File: src/rtl/txdm_pkg.sv
package txdm_pkg;

    typedef enum logic [1:0] {
        ST_OFF  = 2'd0,
        ST_CDMA = 2'd1,
        ST_FM   = 2'd2
    } path_state_e;

endpackage

File: src/rtl/txdm_mode_fsm.sv
module txdm_mode_fsm
    import txdm_pkg::*;
(
    input  logic        clk,
    input  logic        rst,
    input  logic        pwr_dn,
    input  logic        fm_sel,
    output path_state_e state,
    output logic        i_en,
    output logic        q_en,
    output logic        cdma_parked,
    output logic        fm_hiz
);

    path_state_e state_q;
    path_state_e state_d;

    // next-state selection; power-down dominates FM select
    always_comb begin
        state_d = state_q;
        unique case (state_q)
            ST_OFF, ST_CDMA, ST_FM: begin
                if (pwr_dn)      state_d = ST_OFF;
                else if (fm_sel) state_d = ST_FM;
                else             state_d = ST_CDMA;
            end
            default: state_d = ST_OFF;
        endcase
    end

    // state register
    always_ff @(posedge clk) begin
        if (rst) state_q <= ST_OFF;
        else     state_q <= state_d;
    end

    // outputs decoded from the registered state
    always_comb begin
        i_en        = 1'b0;
        q_en        = 1'b0;
        cdma_parked = 1'b1;
        fm_hiz      = 1'b1;
        unique case (state_q)
            ST_CDMA: begin
                i_en        = 1'b1;
                q_en        = 1'b1;
                cdma_parked = 1'b0;
            end
            ST_FM: begin
                q_en   = 1'b1;
                fm_hiz = 1'b0;
            end
            default: ;
        endcase
    end

    assign state = state_q;

endmodule

File: src/rtl/txdm_rise_cap.sv
module txdm_rise_cap
    import txdm_pkg::*;
#(
    parameter int DATA_W = 8
) (
    input  logic              clk,
    input  logic              rst,
    input  path_state_e       state,
    input  logic [DATA_W-1:0] txd,
    output logic [DATA_W-1:0] i_code,
    output logic              i_fresh
);

    localparam logic [DATA_W-1:0] MID = DATA_W'(1) << (DATA_W - 1);

    always_ff @(posedge clk) begin
        if (rst) begin
            i_code  <= MID;
            i_fresh <= 1'b0;
        end else begin
            unique case (state)
                ST_CDMA: begin
                    i_code  <= txd;
                    i_fresh <= 1'b1;
                end
                default: begin
                    i_code  <= MID;
                    i_fresh <= 1'b0;
                end
            endcase
        end
    end

endmodule

File: src/rtl/txdm_fall_cap.sv
module txdm_fall_cap
    import txdm_pkg::*;
#(
    parameter int DATA_W = 8
) (
    input  logic              clk,
    input  logic              rst,
    input  path_state_e       state,
    input  logic              i_fresh,
    input  logic [DATA_W-1:0] txd,
    output logic [DATA_W-1:0] q_code,
    output logic              pair_vld
);

    localparam logic [DATA_W-1:0] MID = DATA_W'(1) << (DATA_W - 1);

    always_ff @(negedge clk) begin
        if (rst) begin
            q_code   <= MID;
            pair_vld <= 1'b0;
        end else begin
            unique case (state)
                ST_CDMA: begin
                    q_code   <= txd;
                    pair_vld <= i_fresh;
                end
                ST_FM: begin
                    q_code   <= txd;
                    pair_vld <= 1'b0;
                end
                default: begin
                    q_code   <= MID;
                    pair_vld <= 1'b0;
                end
            endcase
        end
    end

endmodule

File: src/rtl/txdm_iq_demux.sv
module txdm_iq_demux
    import txdm_pkg::*;
#(
    parameter int DATA_W = 8
) (
    input  logic              clk,
    input  logic              rst,
    input  logic              pwr_dn,
    input  logic              fm_sel,
    input  logic [DATA_W-1:0] txd,
    output logic [DATA_W-1:0] i_code,
    output logic [DATA_W-1:0] q_code,
    output logic              i_en,
    output logic              q_en,
    output logic              pair_vld,
    output logic              cdma_parked,
    output logic              fm_hiz
);

    path_state_e state;
    logic        i_fresh;

    txdm_mode_fsm u_fsm (
        .clk         (clk),
        .rst         (rst),
        .pwr_dn      (pwr_dn),
        .fm_sel      (fm_sel),
        .state       (state),
        .i_en        (i_en),
        .q_en        (q_en),
        .cdma_parked (cdma_parked),
        .fm_hiz      (fm_hiz)
    );

    txdm_rise_cap #(.DATA_W(DATA_W)) u_rise (
        .clk     (clk),
        .rst     (rst),
        .state   (state),
        .txd     (txd),
        .i_code  (i_code),
        .i_fresh (i_fresh)
    );

    txdm_fall_cap #(.DATA_W(DATA_W)) u_fall (
        .clk      (clk),
        .rst      (rst),
        .state    (state),
        .i_fresh  (i_fresh),
        .txd      (txd),
        .q_code   (q_code),
        .pair_vld (pair_vld)
    );

endmodule

File: config.mk
export PLATFORM = sky130hd
export DESIGN_NAME = txdm_iq_demux
export DESIGN_NICKNAME = d
export VERILOG_FILES = /design/src/rtl/txdm_pkg.sv /design/src/rtl/txdm_mode_fsm.sv /design/src/rtl/txdm_rise_cap.sv /design/src/rtl/txdm_fall_cap.sv /design/src/rtl/txdm_iq_demux.sv
export SDC_FILE = /design/constraint.sdc
export NUM_CORES = 1
export LEC_CHECK = 0
export BUFFER_PORTS_ARGS = -buffer_cell sky130_fd_sc_hd__buf_2
export CAP_MARGIN = 20
export CORE_UTILIZATION = 42
export DETAILED_ROUTE_END_ITERATION = 8
export PLACE_DENSITY = 0.75
export SLEW_MARGIN = 20
export SYNTH_ARGS = -nofsm -noshare
export SYNTH_HDL_FRONTEND = slang
export SYNTH_SLANG_ARGS = --single-unit
export TNS_END_PERCENT = 10
File: constraint.sdc
create_clock -name clk -period 1.4 [get_ports clk]
set_input_delay 0.35 -clock clk [delete_from_list [all_inputs] [get_ports clk]]
set_output_delay 0.35 -clock clk [all_outputs]
set_load 0.01 [all_outputs]
* After elaboration in Yosys (flattened, before gate mapping)
Cells that the tools add are included.
** Cells by class
- Reduce and logical (&&, ||, !) cells :: 6
- Equal/unequal tests :: 2
- Bitwise gates (word level) :: 3
- Muxes and demuxes :: 5
** Operator list (count)
- $reduce_or 2->1 :: 3
- $reduce_or 3->1 :: 2
- $mux 1 :: 4
- $not 1->1 :: 3
- $eq 2x1->1 const B :: 1
- $eq 2x2->1 const B :: 1
- $logic_not 2->1 :: 1
- $mux 2 :: 1
** Storage, ports and cells
- Logic and storage cells :: 21
- Output and inout port bits :: 21
- Bits in registers :: 20
- Input bits :: 12

* Longest topological paths before layout
- Word-level depth :: 4
- Gate-level depth with buffers :: 4
- Depth with buffers taken out :: 3

* Hierarchy
Synthesis repeated with hierarchy kept, for this count alone.
** Second synthesis, totals
- Cells, all modules :: 53
- Area, all modules :: 693.2 µm²
** By module, submodules not included
- txdm_rise_cap :: area each 285.3 µm², times used 1, cells an instance 18, sequential area each 180.2 µm²
- txdm_fall_cap :: area each 284.0 µm², times used 1, cells an instance 23, sequential area each 180.2 µm²
- txdm_mode_fsm :: area each 123.9 µm², times used 1, cells an instance 12, sequential area each 40.0 µm²

==> qor.log <==
INFO  status         status=complete, but fails checks
INFO  status         failing_checks=setup timing
INFO  detailed_routing first_iter_violations=3
INFO  floorplanning  rows=13
INFO  yosys          post_synth.cell_area_avg=12.4um2
INFO  yosys          synth_fp_nets=68
INFO  detailed_routing route.vias.total=532
INFO  yosys          synth_simple_gate_area_share=25.0%
INFO  floorplanning  chipWidth=41.6um
INFO  layout         post-route-cell-area=1010um2
INFO  yosys          dominant_combinational_cell_family_by_area_after_synthesis=simple AND/OR/NAND/NOR gates
INFO  detailed_routing route.detailed.wl_per_inst=11.8um
INFO  timing         fin_ws=-0.434ns
INFO  layout         layout.nets=116
INFO  yosys          netlist.top_cell.by_area=sky130_fd_sc_hd__dfxtp_1
INFO  setup_path     startpoint_type=flop
INFO  timing         fin_setup_tns=-6.34ns
INFO  yosys          synth_common_cells=20 x sky130_fd_sc_hd__dfxtp_1, 8 x sky130_fd_sc_hd__and3b_1, 7 x sky130_fd_sc_hd__nor3b_1
INFO  pwr            total_power=1.08mW
INFO  clock_tree     cts_post_setup_buffers_inserted=0
INFO  grt            groute.usage.overall=17.7%
INFO  timing         total_count_of_max_transition_violations_in_the_final_report=0
INFO  yosys          yosys_cell_types=13
INFO  yosys          netlist_area=659um2
INFO  layout         finish.cell_count_without_fillers=115
INFO  layout         multi_input_comb_area=263um2
INFO  setup_path     worst_path_dominant_cell_family=flip-flops
INFO  layout         share_of_layout_cells_above_drive_strength_1=58.0%
INFO  clock_tree     cts_inserted_buffers=3
INFO  setup_path     worstPathMaxFanout=1
INFO  detailed_routing drc_markers=0
INFO  setup_path     cell_by_cell_listing_of_the_critical_path=buf_2
INFO  pwr            p_leak=0.542nW
INFO  yosys          synth-warning-count=0
INFO  detailed_routing detail_route.vias_per_cell=4.63
INFO  setup_path     nature_of_the_critical_path_endpoint=output port
INFO  setup_path     start_to_end_type_of_the_worst_setup_path=flop to output port
INFO  clock_tree     clock_sink_count=20
INFO  layout         ff_latch_area=405um2
INFO  placement      pre_cts_slack=-0.411ns
INFO  yosys          syn_inst=53
INFO  yosys          yosys_register_bits=20
INFO  floorplanning  floorplan.initialDensity=47.7%
INFO  placement      dp_hpwl=944um
INFO  grt            overflow=0
INFO  min_path       worstHoldPathType=input port to flop
INFO  floorplanning  floorplan.die.height=41.6um
INFO  layout         areaGrowthSynthToFinish=52.8%
INFO  yosys          synth-adder-area-share=5.69%
INFO  yosys          synth_largest_type_area_fraction=60.7%
INFO  timing         final-hold-violation-count=0
INFO  timing         finalClockSkew=0.0714ns
INFO  floorplanning  design.portCount=33
INFO  yosys          synth_compound_area_share=0%
INFO  run            drv.max_cap_violation_count=0
INFO  timing         worst-slew-pin-transition=0.220ns
INFO  detailed_routing drt-total-wl=1360um
INFO  layout         layout.filler_cells=109
INFO  yosys          area_share_of_xor_xnor_cells_in_the_synthesized_design=0%
INFO  layout         diodes=0
INFO  grt            grt_pass1_wl=2210um
INFO  yosys          yosys_most_used_dff=sky130_fd_sc_hd__dfxtp_1
INFO  placement      gp_congestion=0.680
INFO  grt            first_global_vias=498
INFO  clock_tree     cts.root.buffer_cell=sky130_fd_sc_hd__clkbuf_4
INFO  placement      detailed_place.area=858um2
INFO  clock_tree     cts.clk_slew.worst_paths=0.11ns
INFO  clock_tree     post_cts_hold_buffer_count=0
INFO  yosys          synth.area.top_cells=sky130_fd_sc_hd__dfxtp_1 61%, sky130_fd_sc_hd__and3b_1 11%, sky130_fd_sc_hd__nor3b_1 8.0%, sky130_fd_sc_hd__ha_1 5.7%, sky130_fd_sc_hd__buf_6 3.4%
INFO  yosys          synth.most_common_cell=sky130_fd_sc_hd__dfxtp_1
INFO  clock_tree     ctsHtreeMaxLevel=1
INFO  layout         layout.core_utilization=72.9%
INFO  pwr            power.density=1080nW/um2
INFO  placement      portBuffers=32
INFO  setup_path     critical_path.slowest_cell=sky130_fd_sc_hd__dfxtp_1
INFO  setup_path     worst-path-buf-inv=1
INFO  setup_path     critPathArrivalTime=1.48ns
INFO  yosys          synth_enable_flop_cells=0
INFO  detailed_routing antenna_violating_nets_post_route=0
INFO  yosys          synth.yosys.seq_area_share=60.7%
INFO  yosys          fraction_of_synthesized_area_in_multiplexers=0%
INFO  timing         number_of_failing_setup_endpoints_in_the_final_timing_report=21
INFO  clock_tree     clkLatencyLatePin=0.36ns
INFO  floorplanning  dieArea=1730um2
INFO  yosys          postSynth.asyncResetShare=0%
INFO  timing         final.hold.worst_slack=0.204ns
INFO  clock_tree     tritoncts=yes
INFO  pwr            vdd.ir_drop.worst=0.723mV
INFO  floorplanning  fp.coreArea=1380um2
INFO  setup_path     cp.required=1.05ns
INFO  clock_tree     cts.path.max_buffers=2
INFO  placement      dp_cells=103
INFO  grt            largest_net_degree_at_the_start_of_global_routing=13
INFO  detailed_routing drtPass1Iterations=2
INFO  timing         grt_setup_unrepaired=yes
INFO  setup_path     max_stage_delay=0.31ns
INFO  timing         maxSlewHeadroom=85.3%
INFO  grt            grt_antenna_before_repair=0
==> report_power, final <==
group	switching, mW	internal (mW)	leakage (nW)
clock network	0.238	0.143	0.0662
registers	0.00470	0.584	0.164
logic	0.0549	0.0601	0.313
==> what timing repair did <==
action / 4_1_cts / 5_1_grt
pin swaps: 4 / 3
resized for setup: 20 / 1
setup endpoints to repair: 21 / 21
cloned: 0 / 0
==> cells in the final DEF, fill, tap and decap left out, drive strengths merged <==
cell type  instances
buf               39
dfxtp             20
inv               15
and3b              8
nor3b              7
clkbuf             3
ha                 3
or3                1
nor2b              1
nor4               1
or3b               1
nor4b              1
==> layer usage <==
metal	GRT usage [%]	part of all wire [%]	up-vias
li1	-	-	266
met2	30.6	54	20
met1	19.2	40	244
met5	0	0	-
met3	3.48	5.2	2
met4	11.6	1.5	0
==> worst register-to-register path: cells and delay by family, from the launching register on <==
family,cells,cell delay [ns]
AND/OR/NAND/NOR,1,0.35
flip-flops,1,0.38
adder cells (fa/ha/maj),1,0.24
==> final timing paths <==
kind	startpoint	endpoint	slack (ns)	cells past startpoint
setup / recovery	u_fall.q_code[5]$_SDFF_NP0_	q_code[5]	-0.43	1
hold / removal	fm_sel	u_fsm.state[0]$_SDFF_PP0_	0.20	2
setup reg to reg	u_fsm.state[1]$_SDFF_PP0_	u_fall.q_code[7]$_SDFF_NP1_	-0.33	2
hold reg to reg	u_fsm.state[0]$_SDFF_PP0_	u_fsm.state[0]$_SDFF_PP0_	0.75	3
==> flip-flops by register name, indices dropped and copies added (netlist names) <==
register / flops
u_fall.q_code: 8
u_rise.i_code: 8
u_fsm.state: 2
u_fall.pair_vld: 1
u_rise.i_fresh: 1
==> cell type report <==
cell class,instances,area share [%]
tap,15,1.86
timing repair buffer,39,23.5
clock buffer,3,2.24
inverter,5,2.11
sequential,20,40.2
clock inverter,10,3.98
multi-input combinational,23,26.1
==> cells by family after synthesis <==
logic type                 Yosys count
DFF                                 20
adders and majority gates            3
buffers and inverters               10
and+or+nand+nor                     20
Note: power is estimated with default switching activity, not from simulation.
